### src/rtl/etc_pkg.sv
package etc_pkg;

    typedef enum logic [1:0] {
        SRC_OFF = 2'd0,
        SRC_PRI = 2'd1,
        SRC_BAT = 2'd2,
        SRC_EXT = 2'd3
    } src_mode_e;

    typedef struct packed {
        logic      xfer_en;
        logic      evt_high;
        src_mode_e mode;
    } etc_ctrl_t;

    localparam etc_ctrl_t CTRL_RESET = '{xfer_en: 1'b1, evt_high: 1'b1, mode: SRC_OFF};

endpackage

### src/rtl/etc_prescaler.sv
module etc_prescaler #(
    parameter int DIV = 8
) (
    input  logic clk,
    input  logic rst_n,
    output logic tick
);
    localparam int PW = (DIV > 1) ? $clog2(DIV) : 1;

    logic [PW-1:0] phase_d, phase_q;

    always_comb begin
        tick    = (phase_q == PW'(DIV - 1));
        phase_d = tick ? '0 : phase_q + PW'(1);
    end

    always_ff @(posedge clk or negedge rst_n) begin
        if (!rst_n) phase_q <= '0;
        else        phase_q <= phase_d;
    end
endmodule

### src/rtl/etc_enable_sel.sv
module etc_enable_sel
    import etc_pkg::*;
#(
    parameter int SYNC_STAGES = 2
) (
    input  logic      clk,
    input  logic      rst_n,
    input  src_mode_e mode,
    input  logic      evt_high,
    input  logic      on_battery,
    input  logic      pwr_fail,
    input  logic      ext_in,
    output logic      count_en
);
    logic [SYNC_STAGES-1:0] sync_d, sync_q;
    logic                   evt_level;

    always_comb begin
        sync_d    = {sync_q[SYNC_STAGES-2:0], ext_in};
        evt_level = sync_q[SYNC_STAGES-1];
        unique case (mode)
            SRC_PRI: count_en = !on_battery;
            SRC_BAT: count_en = on_battery;
            SRC_EXT: count_en = (evt_level == evt_high);
            default: count_en = 1'b0;
        endcase
        if (pwr_fail) count_en = 1'b0;
    end

    always_ff @(posedge clk or negedge rst_n) begin
        if (!rst_n) sync_q <= '0;
        else        sync_q <= sync_d;
    end
endmodule

### src/rtl/etc_core.sv
module etc_core
    import etc_pkg::*;
#(
    parameter int CNT_W  = 44,
    parameter int HI_W   = 32,
    parameter int DIV    = 8,
    parameter int BYTE_W = 8,
    parameter int ADDR_W = 3
) (
    input  logic              clk,
    input  logic              rst_n,
    input  logic              on_battery,
    input  logic              pwr_fail,
    input  logic              ext_in,
    input  logic              wr_en,
    input  logic [ADDR_W-1:0] wr_addr,
    input  logic [BYTE_W-1:0] wr_data,
    output logic [CNT_W-1:0]  rd_count,
    output logic [HI_W-1:0]   live_hi
);
    localparam int NBYTES = (CNT_W + BYTE_W - 1) / BYTE_W;
    localparam logic [ADDR_W-1:0] CTRL_ADDR = ADDR_W'(NBYTES);

    typedef struct packed {
        logic [CNT_W-1:0] live;
        logic [CNT_W-1:0] snap;
        etc_ctrl_t        ctrl;
    } etc_state_t;

    etc_state_t st_d, st_q;
    logic       tick_w;
    logic       en_w;

    etc_prescaler #(.DIV(DIV)) i_presc (
        .clk  (clk),
        .rst_n(rst_n),
        .tick (tick_w)
    );

    etc_enable_sel #(.SYNC_STAGES(2)) i_ensel (
        .clk       (clk),
        .rst_n     (rst_n),
        .mode      (st_q.ctrl.mode),
        .evt_high  (st_q.ctrl.evt_high),
        .on_battery(on_battery),
        .pwr_fail  (pwr_fail),
        .ext_in    (ext_in),
        .count_en  (en_w)
    );

    always_comb begin
        st_d = st_q;
        if (tick_w && en_w) st_d.live = st_q.live + CNT_W'(1);
        if (wr_en) begin
            if (wr_addr == CTRL_ADDR) begin
                st_d.ctrl.mode     = src_mode_e'(wr_data[1:0]);
                st_d.ctrl.evt_high = wr_data[2];
                st_d.ctrl.xfer_en  = wr_data[3];
            end else begin
                for (int i = 0; i < CNT_W; i++) begin
                    if (wr_addr == ADDR_W'(i / BYTE_W)) st_d.live[i] = wr_data[i % BYTE_W];
                end
            end
        end
        if (tick_w && st_q.ctrl.xfer_en) st_d.snap = st_d.live;
    end

    always_ff @(posedge clk or negedge rst_n) begin
        if (!rst_n) st_q <= '{live: '0, snap: '0, ctrl: CTRL_RESET};
        else        st_q <= st_d;
    end

    assign rd_count = st_q.snap;
    assign live_hi  = st_q.live[CNT_W-1 -: HI_W];
endmodule

### config.mk
export PLATFORM = sky130hd
export DESIGN_NAME = etc_core
export DESIGN_NICKNAME = d
export VERILOG_FILES = /design/src/rtl/etc_pkg.sv /design/src/rtl/etc_prescaler.sv /design/src/rtl/etc_enable_sel.sv /design/src/rtl/etc_core.sv
export SDC_FILE = /design/constraint.sdc
export NUM_CORES = 1
export LEC_CHECK = 0
export BUFFER_PORTS_ARGS = -buffer_cell sky130_fd_sc_hd__buf_2
export CORE_ASPECT_RATIO = 1.4
export CORE_UTILIZATION = 50
export DETAILED_ROUTE_END_ITERATION = 10
export PLACE_DENSITY = 0.73
export SLEW_MARGIN = 20
export SYNTH_ARGS = -nofsm -noshare
export SYNTH_HDL_FRONTEND = slang
export SYNTH_SLANG_ARGS = --single-unit
### constraint.sdc
create_clock -name clk -period 2.8 [get_ports clk]
set_clock_uncertainty 0.1 [all_clocks]
set_input_delay 0.7 -clock clk [delete_from_list [all_inputs] [get_ports clk]]
set_output_delay 0.7 -clock clk [all_outputs]
set_load 0.02 [all_outputs]
==> flow_metrics.tcl, run 1 <==
set metrics [dict create \
    place_hpwl_mm 10.3 \
    clock-root-buffer "clkbuf_16" \
    gp_congestion 0.950 \
    start_util_pct 51.1 \
    portBuffers 92 \
    async_reset_ff_share_pct 100 \
    insertion_delay_ps 350 \
    max_freq_mhz 384 \
    peakVddDrop_v 0.000375 \
    rsz0062_at_grt "false" \
    syn2layout_area_growth_pct 8.69 \
    vias 4100 \
    first_pass_iters 4 \
    reg2reg_depth 8 \
    cts_buffer_depth 2 \
    ys_types 44 \
    total_leakage_power_nw 2.49 \
    dpl_cell_area_mm2 0.00544 \
    setup_ws_ps 195 \
    crit_buf_inv 0 \
    cp_cell_sequence "ha_1, ha_1, nand2b_1, a2111o_1, or3_1, or3_1, a31oi_1, mux2_2" \
    path_max_fanout 7 \
    drc 0 \
    clk_pin_slew_ps 60 \
    postRouteAntennaNets 0 \
    synth-seq-cells 97 \
    place_ws_ps -82.5 \
    syn_nets 582 \
    layout-drive-gt1-share_pct 26.9 \
    powerDensity_mw_per_mm2 861 \
    die_w_um 88.9 \
    finalSetupTns_ps 0 \
    r2r-start "i_presc.phase_q[0]$_DFF_PN0_" \
    viasPerCell 5.62 \
    syn_area_mm2 0.00529 \
    cts_htree_levels 3 \
    relSlewSlack_pct 63.4 \
    diodes 0 \
    critPathLaunchType "flop" \
    crit_type "flop to flop" \
    crit_arrival_ps 2790 \
    dieArea_mm2 0.0110 \
    synth_top_area_cell "dfrtp_1" \
    hold_buffers 0 \
    fin_crit_sh_pct 93.0 \
    cts_tree "built" \
    antenna_found_initial 0 \
    ctsResizeCount 0 \
    numCtsBuffers 9 \
    cp.required_ps 2980 \
    r2r_end "rd_count[35]$_DFFE_PN0P_" \
    placedCellCount 715 \
    yosys_warnings 0 \
    postCtsSetupBuffers 0 \
    first_global_vias 4058 \
    stdcell_area_mm2 0.00575 \
    routed-wl-met2_mm 6.60 \
    synthTopCellsByArea "dfrtp_1 45%, buf_4 11%, nand2_1 5.4%" \
    timing.max_cap.violations 0 \
    stdcell_count 730 \
    drv_slew 0 \
    grt_overflow 0 \
    wl_met1_mm 5.40 \
    end_kind "flop" \
    mostFrequentLayoutCell "dfrtp_1" \
    wl_mm 13.5 \
    rows 44 \
    r2r_slack_ps 200 \
    grt_usage_pct 26.7 \
    critPathMaxStageDelay_ps 480 \
    io-pin-count 93 \
    grt_pass1_wl_mm 21.3 \
    wl_per_cell_um 18.4 \
    nFillCells 985 \
    fp.dieH_um 124 \
    synth-main-ff-cell "dfrtp_1" \
    clock_sinks 97 \
    drt_iter0_markers 270 \
    period_needed_ps 2600 \
    most-common-layout-cells "95 x dfrtp_1, 91 x buf_2, 76 x nand2_1" \
    worst_slew_pin_slew_ps 544 \
    status "finished clean" \
    timing.hold.ws_ps 221 \
    holdCritPathClass "input pin to async pin" \
    highest_layer "met4" \
    finalSetupViolations 0 \
    avgSynthCellArea_um2 9.41 \
    synth_top_area_share_pct 45.0 \
    synth_edf_count 0 \
    grt_max_degree 39 \
    critPathSlowestCell "or3_1" \
    ys_seq_area_share_pct 46.0 \
    crit_family "simple AND/OR/NAND/NOR gates" \
    met3WireLength_um 770 \
    coreArea_mm2 0.0103 \
    finalHoldViolCount 0 \
    num-nets-final 608 \
    netlist_instances 562 \
]
[per-layer routing]
metal / vias to the layer above / track usage [%]
met5: - / 0
met4: 0 / 16.2
met3: 41 / 5.57
met2: 147 / 43.6
met1: 1975 / 32.1
li1: 1937 / -
[worst max path at each step]
stage | start | to | slack, ps | cells after the start
final | i_presc.phase_q[0]$_DFF_PN0_ | rd_count[35]$_DFFE_PN0P_ | 200 | 8
after global routing | i_presc.phase_q[0]$_DFF_PN0_ | rd_count[21]$_DFFE_PN0P_ | 60 | 9
after CTS | i_presc.phase_q[0]$_DFF_PN0_ | rd_count[41]$_DFFE_PN0P_ | 130 | 9
after detailed placement | on_battery | rd_count[41]$_DFFE_PN0P_ | -80 | 8
after global placement | on_battery | rd_count[41]$_DFFE_PN0P_ | -70 | 8
after floorplan | on_battery | rd_count[27]$_DFFE_PN0P_ | 210 | 7
[synth_stat cells, drive strengths merged, types with 2 or more instances]
cell and count:
o211ai 2, inv 10, clkbuf 20, xnor2 26, or3 6, o21ai 22
nand2b 3, nor2 43, a21oi 13, and4 7, o221ai 12, nand2 76
and3 8, nand3 17, and2 5, nor4 17, mux2i 2, buf 81
o31ai 9, ha 3, nand4 9, dfstp 2, xor2 5, nor2b 4
a31oi 8, nor3 19, o31a 4, dfrtp 95, mux2 22
[kinds of logic after synthesis]
| family | Yosys count | share of synthesized area, % |
|---|---|---|
| adders and majority gates | 3 | 0.710 |
| buffers and inverters | 111 | 13.4 |
| muxes | 24 | 5.07 |
| xor gates and xnor gates | 31 | 5.14 |
| DFF | 97 | 46.0 |
| and+or+nand+nor | 219 | 20.0 |
| AOI/OAI and AO/OA | 77 | 9.68 |
[sequential cells by signal, indices dropped and copies added, names as in the netlist]
name and count:
st_q 16, i_presc.phase_q 3, i_ensel.sync_q 2, live_hi 32
rd_count 44
[where the power goes]
part / internal, mW / switching [mW]
Sequential: 1.82 / 0.319
Combinational: 0.594 / 0.985
Clock: 0.733 / 0.498
Total: 3.14 / 1.80
[cell type report]
cell class / count / area, um2 / share of cell area, %
Sequential cell: 97 / 2430 / 42.3
Timing Repair Buffer: 116 / 656 / 11.4
Clock buffer: 12 / 256 / 4.46
Inverter: 10 / 37.5 / 0.653
Clock inverter: 3 / 40.0 / 0.697
Multi-Input combinational cell: 354 / 2150 / 37.5
Tap cell: 138 / 173 / 3.01
[through the flow]
step           total power, mW  util [%]
6_report                  4.95      55.5
5_1_grt                   5.24      55.5
4_1_cts                   4.99      55.5
3_5_place_dp              3.75      52.6
3_3_place_gp              3.71      52.6
2_1_floorplan             3.60         -
Power figures use the tool's default switching activity.
==> inputs of run 2 (changes only) <==
--- a/config.mk
+++ b/config.mk
@@ -9,6 +9,7 @@
 export CORE_ASPECT_RATIO = 1.4
 export CORE_UTILIZATION = 50
 export DETAILED_ROUTE_END_ITERATION = 10
+export GPL_TIMING_DRIVEN = 0
 export PLACE_DENSITY = 0.73
 export SLEW_MARGIN = 20
 export SYNTH_ARGS = -nofsm -noshare
==> run 2 against run 1 <==
Compared with the run above:
- cell count increased by 10%
- non-clock buffer count rose by 74
- highest routed layer unchanged
- register-to-register slack got worse by 150 ps
- largest power group unchanged
- total power rose by 10%
==> flow_metrics.tcl, run 2 (synthesized netlist as in run 1, its figures left out) <==
set metrics [dict create \
    cp.required_ps 2990 \
    postRouteAntennaNets 0 \
    viasPerCell 5.50 \
    largest_reg_flops 44 \
    routed-wl-met2_mm 7.12 \
    crit_path_start "i_presc.phase_q[0]$_DFF_PN0_" \
    r2r-start "i_presc.phase_q[0]$_DFF_PN0_" \
    syn2layout_area_growth_pct 19.7 \
    drv_slew 0 \
    timing.hold.ws_ps 84.7 \
    internal-power_mw 3.50 \
    start_util_pct 51.1 \
    diodes 0 \
    coreArea_mm2 0.0103 \
    reg2reg_depth 9 \
    wl_met1_mm 5.78 \
    layout-drive-gt1-share_pct 33.3 \
    total_power_mw 5.45 \
    met3WireLength_um 818 \
    portBuffers 86 \
    period_needed_ps 2750 \
    clock-root-buffer "clkbuf_16" \
    max_freq_mhz 363 \
    grt_max_degree 77 \
    powerDensity_mw_per_mm2 861 \
    grt_pass1_wl_mm 21.7 \
    power_switching_mw 1.95 \
    finalHoldViolCount 0 \
    vias 4428 \
    timing.max_cap.violations 0 \
    peakVddDrop_v 0.000559 \
    wl_per_cell_um 17.8 \
    cts_htree_levels 3 \
    hold_buffers 0 \
    holdCritPathClass "input pin to async pin" \
    fin_crit_sh_pct 98.3 \
    pwr-share-seq_pct 39.6 \
    end_kind "flop" \
    sw_frac_of_total_pct 35.8 \
    drt_iter0_markers 308 \
    rows 44 \
    insertion_delay_ps 350 \
    gp_congestion 0.905 \
    critPathSlowestCell "a2111o_1" \
    finalSetupViolations 0 \
    clockPowerShare_pct 23.0 \
    highest_layer "met4" \
    path_max_fanout 10 \
    relSlewSlack_pct 39.6 \
    endpoint "rd_count[27]$_DFFE_PN0P_" \
    nFillCells 938 \
    r2r_end "rd_count[27]$_DFFE_PN0P_" \
    worst_slew_pin_slew_ps 899 \
    most-common-layout-cells "95 x dfrtp_1, 85 x buf_2, 80 x buf_4" \
    fp.dieH_um 124 \
    antenna_found_initial 0 \
    num-nets-final 682 \
    drc 0 \
    place_hpwl_mm 10.5 \
    finalSetupTns_ps 0 \
    clk_pin_slew_ps 70 \
    first_global_vias 4148 \
    critPathLaunchType "flop" \
    numCtsBuffers 9 \
    first_pass_iters 5 \
    crit_type "flop to flop" \
    rsz0062_at_grt "false" \
    status "finished clean" \
    comb_power_share_pct 37.4 \
    total_leakage_power_nw 2.80 \
    mostFrequentLayoutCell "dfrtp_1" \
    cts_tree "built" \
    dieArea_mm2 0.0110 \
    wl_mm 14.3 \
    cp_cell_sequence "ha_2, ha_4, nand2b_4, a2111o_1, or3_1, buf_6, or3_4, a31oi_4, mux2_2" \
    grt_usage_pct 27.1 \
    cts_buffer_depth 2 \
    io-pin-count 93 \
    clock_sinks 97 \
    grt_overflow 0 \
    r2r_slack_ps 50 \
    crit_arrival_ps 2940 \
    die_w_um 88.9 \
    critPathMaxStageDelay_ps 510 \
]
run 2: changes by cell type in the layout (fill, tap and decap cells not counted), sizes merged:
cell    previous run  this run
clkinv             2         3
buf              116       172
inv               10        12
clkbuf            12        28
run 2: power by group through the flow:
stage	registers, mW	clock network (mW)	logic (mW)
floorplan	2.06	0	1.54
global placement	2.15	0	1.99
detailed placement	2.17	0	2.03
CTS	2.15	1.27	2.05
global route	2.21	1.32	2.22
finish	2.16	1.26	2.04
run 2: per-stage QoR:
stage	utilization, %	setup WS (ps)	cells	instance area [um2]
finish	61.1	47.3	805	6330
global route	61.1	9.90	805	6330
CTS	60.6	8.95	805	6270
detailed placement	57.2	-384	787	5920
global placement	56.9	-339	786	5890
floorplan	-	208	562	5290
run 2: layout make-up:
type	instances	area [um2]	share of cell area (%)
flip-flops and latches	97	2430	38.4
multi-input cells	354	2230	35.3
plain buffers	99	666	10.5
repair buffers	91	494	7.81
clock buffers	10	229	3.62
well taps	138	173	2.73
clock inverters	6	66.3	1.05
inverters	10	37.5	0.593
run 2: worst min path at each step:
| stage | from | end | slack [ps] | depth (start not counted) |
|---|---|---|---|---|
| after floorplan | i_ensel.sync_q[0]$_DFF_PN0_ | i_ensel.sync_q[1]$_DFF_PN0_ | 230 | 0 |
| after global placement | i_ensel.sync_q[0]$_DFF_PN0_ | i_ensel.sync_q[1]$_DFF_PN0_ | 240 | 0 |
| after detailed placement | i_ensel.sync_q[0]$_DFF_PN0_ | i_ensel.sync_q[1]$_DFF_PN0_ | 240 | 0 |
| after CTS | rst_n | rd_count[35]$_DFFE_PN0P_ | 90 | 1 |
| after global routing | rst_n | live_hi[29]$_DFF_PN0_ | 90 | 1 |
| final | rst_n | live_hi[29]$_DFF_PN0_ | 80 | 1 |
run 2: critical path, delay by kind of cell, from the launching register on:
kind,cells,cell delay (ps)
compound gates,2,740
mux,1,180
simple gates,3,800
flops,1,350
fa+ha+maj,2,360
buf+inv,1,160
run 2: layer usage:
metal	up-vias	global-route usage, %
li1	2089	-
met1	2127	32.1
met2	174	46.3
met3	38	5.30
met4	0	13.6
met5	-	0
run 2: repair_timing:
action | 4_1_cts | 5_1_grt
pin swaps | 1 | 4
resized for setup | 5 | 12
setup buffers | 3 | 1
endpoints found under the setup margin | 16 | 21
==> inputs of run 3 (changes only) <==
--- a/config.mk
+++ b/config.mk
@@ -5,7 +5,7 @@
 export SDC_FILE = /design/constraint.sdc
 export NUM_CORES = 1
 export LEC_CHECK = 0
-export BUFFER_PORTS_ARGS = -buffer_cell sky130_fd_sc_hd__buf_2
+export BUFFER_PORTS_ARGS = -buffer_cell sky130_fd_sc_hd__buf_4
 export CORE_ASPECT_RATIO = 1.4
 export CORE_UTILIZATION = 50
 export DETAILED_ROUTE_END_ITERATION = 10
==> run 3 against run 2 <==
Compared with the run above:
- sequential share of layout area decreased by 1.4 points
- global-route usage is 1.2 points higher
- core utilization increased by 2.3 points
- total power increased by 6.1%
- register-to-register slack barely moved
- worst hold slack improved by 160 ps
- critical endpoint unchanged
- clock-buffer cell count did not move
- sequential power barely moved
- combinational power grew 12%
==> flow_metrics.tcl, run 3 (synthesized netlist as in run 1, its figures left out) <==
set metrics [dict create \
    status "finished clean" \
    grt_max_degree 98 \
    antenna_found_initial 0 \
    grt_pass1_wl_mm 22.7 \
    crit_arrival_ps 2950 \
    viasPerCell 5.55 \
    hold_buffers 0 \
    critPathLaunchType "flop" \
    first_global_vias 4366 \
    relSlewSlack_pct 40.7 \
    setup_ws_ps 42.5 \
    clk_pin_slew_ps 60 \
    cts_buffer_depth 2 \
    grt_overflow 0 \
    cp_cell_sequence "ha_2, ha_4, nand2b_4, a2111o_1, or3_1, buf_6, or3_4, a31oi_4, mux2_4" \
    gp_congestion 0.930 \
    r2r_end "rd_count[27]$_DFFE_PN0P_" \
    nFillCells 929 \
    place_ws_ps -364 \
    comb_power_share_pct 39.4 \
    coreArea_mm2 0.0103 \
    mostFrequentLayoutCell "buf_4" \
    clock_sinks 97 \
    power_switching_mw 1.99 \
    diodes 0 \
    worst_slew_pin_slew_ps 889 \
    io-pin-count 93 \
    finalSetupViolations 0 \
    insertion_delay_ps 350 \
    die_w_um 88.9 \
    r2r-start "i_presc.phase_q[0]$_DFF_PN0_" \
    most-common-layout-cells "167 x buf_4, 95 x dfrtp_1, 76 x nand2_1" \
    dpl_cell_area_mm2 0.00611 \
    peakVddDrop_v 0.000637 \
    drc 0 \
    timing.hold.ws_ps 247 \
    place_hpwl_mm 10.6 \
    timing.max_cap.violations 0 \
    cp.required_ps 2990 \
    stdcell_count 807 \
    start_util_pct 51.1 \
    portBuffers 86 \
    critPathSlowestCell "a2111o_1" \
    total_power_mw 5.78 \
    cts_tree "built" \
    fp.dieH_um 124 \
    numCtsBuffers 9 \
    syn2layout_area_growth_pct 24.2 \
    pwr-share-seq_pct 37.3 \
    placedCellCount 786 \
    reg2reg_depth 9 \
    dieArea_mm2 0.0110 \
    layout-drive-gt1-share_pct 33.5 \
    r2r_slack_ps 40 \
    holdCritPathClass "flop to flop" \
    clock-root-buffer "clkbuf_16" \
    hold_path_depth 0 \
    stdcell_area_mm2 0.00657 \
    critPathMaxStageDelay_ps 520 \
    first_pass_iters 4 \
    path_max_fanout 9 \
    period_needed_ps 2760 \
    hold_start "i_ensel.sync_q[0]$_DFF_PN0_" \
    cts_htree_levels 3 \
    wl_mm 14.7 \
    rows 44 \
    crit_type "flop to flop" \
    vias 4480 \
    max_freq_mhz 363 \
    powerDensity_mw_per_mm2 881 \
    hold_end "i_ensel.sync_q[1]$_DFF_PN0_" \
    sw_frac_of_total_pct 34.4 \
    total_leakage_power_nw 2.88 \
    num-nets-final 684 \
    clockPowerShare_pct 23.3 \
    drt_iter0_markers 265 \
    postRouteAntennaNets 0 \
    end_kind "flop" \
    drv_slew 0 \
    internal-power_mw 3.79 \
    wl_per_cell_um 18.2 \
    largest_reg_flops 44 \
    finalHoldViolCount 0 \
    grt_usage_pct 28.3 \
    fin_crit_sh_pct 98.5 \
]
==> run 3: cell count changes in the layout (fill, tap and decap cells not counted), sizes merged <==
cell	before	now
clkinv	3	2
clkbuf	28	29
bufinv	1	2
clkinvlp	0	1
buf	172	173
inv	12	11
==> run 3: per-layer routing <==
metal / vias to the layer above / wire (um) / share of wire (%) / global-route usage [%]
li1: 2086 / - / - / -
met1: 2175 / 5660 / 39 / 33.4
met2: 176 / 7560 / 52 / 48.0
met3: 43 / 727 / 5.0 / 3.84
met4: 0 / 712 / 4.9 / 18.1
met5: - / 0 / 0 / 0
==> run 3: critical path: cells and delay by family, from the launching register on <==
family                     cells  cell delay, ps
adders and majority gates      2             350
AOI/OAI and AO/OA              2             750
buffers and inverters          1             160
DFF                            1             350
muxes                          1             180
and+or+nand+nor                3             810
==> run 3: how the worst max path moves through the flow <==
stage,slack [ps],start,cells after the start,endpoint
floorplan,210,on_battery,7,rd_count[27]$_DFFE_PN0P_
global placement,-350,on_battery,8,rd_count[29]$_DFFE_PN0P_
detailed placement,-360,on_battery,7,rd_count[40]$_DFFE_PN0P_
CTS,20,i_presc.phase_q[0]$_DFF_PN0_,9,rd_count[27]$_DFFE_PN0P_
global route,-40,i_presc.phase_q[0]$_DFF_PN0_,9,rd_count[27]$_DFFE_PN0P_
finish,40,i_presc.phase_q[0]$_DFF_PN0_,9,rd_count[27]$_DFFE_PN0P_
==> run 3: through the flow <==
step                      setup TNS, ps  utilization [%]
after floorplan                       0                -
after global placement            -5780             59.0
after detailed placement          -7170             59.0
after CTS                             0             62.5
after global routing              -36.8             63.4
final                                 0             63.4
==> run 3: repair_timing <==
item,in CTS,in global routing
pin swaps,1,4
buffers inserted,3,3
endpoints found under the setup margin,15,24
gates resized for setup,5,14
==> run 3: area by class of cell <==
| type | count | area (um2) | area share (%) |
|---|---|---|---|
| well taps | 138 | 173 | 2.63 |
| repair buffers | 92 | 694 | 10.6 |
| clock inverters | 6 | 90.1 | 1.37 |
| plain buffers | 100 | 669 | 10.2 |
| inverters | 10 | 37.5 | 0.572 |
| multi-input cells | 354 | 2240 | 34.2 |
| flip-flops and latches | 97 | 2430 | 37.0 |
| clock buffers | 10 | 229 | 3.49 |
==> run 3: power by group through the flow <==
stage	Clock [mW]	Sequential [mW]	Combinational, mW
global placement	0	2.15	2.21
finish	1.35	2.16	2.28
detailed placement	0	2.18	2.25
CTS	1.35	2.15	2.27
global route	1.41	2.21	2.46
floorplan	0	2.06	1.54
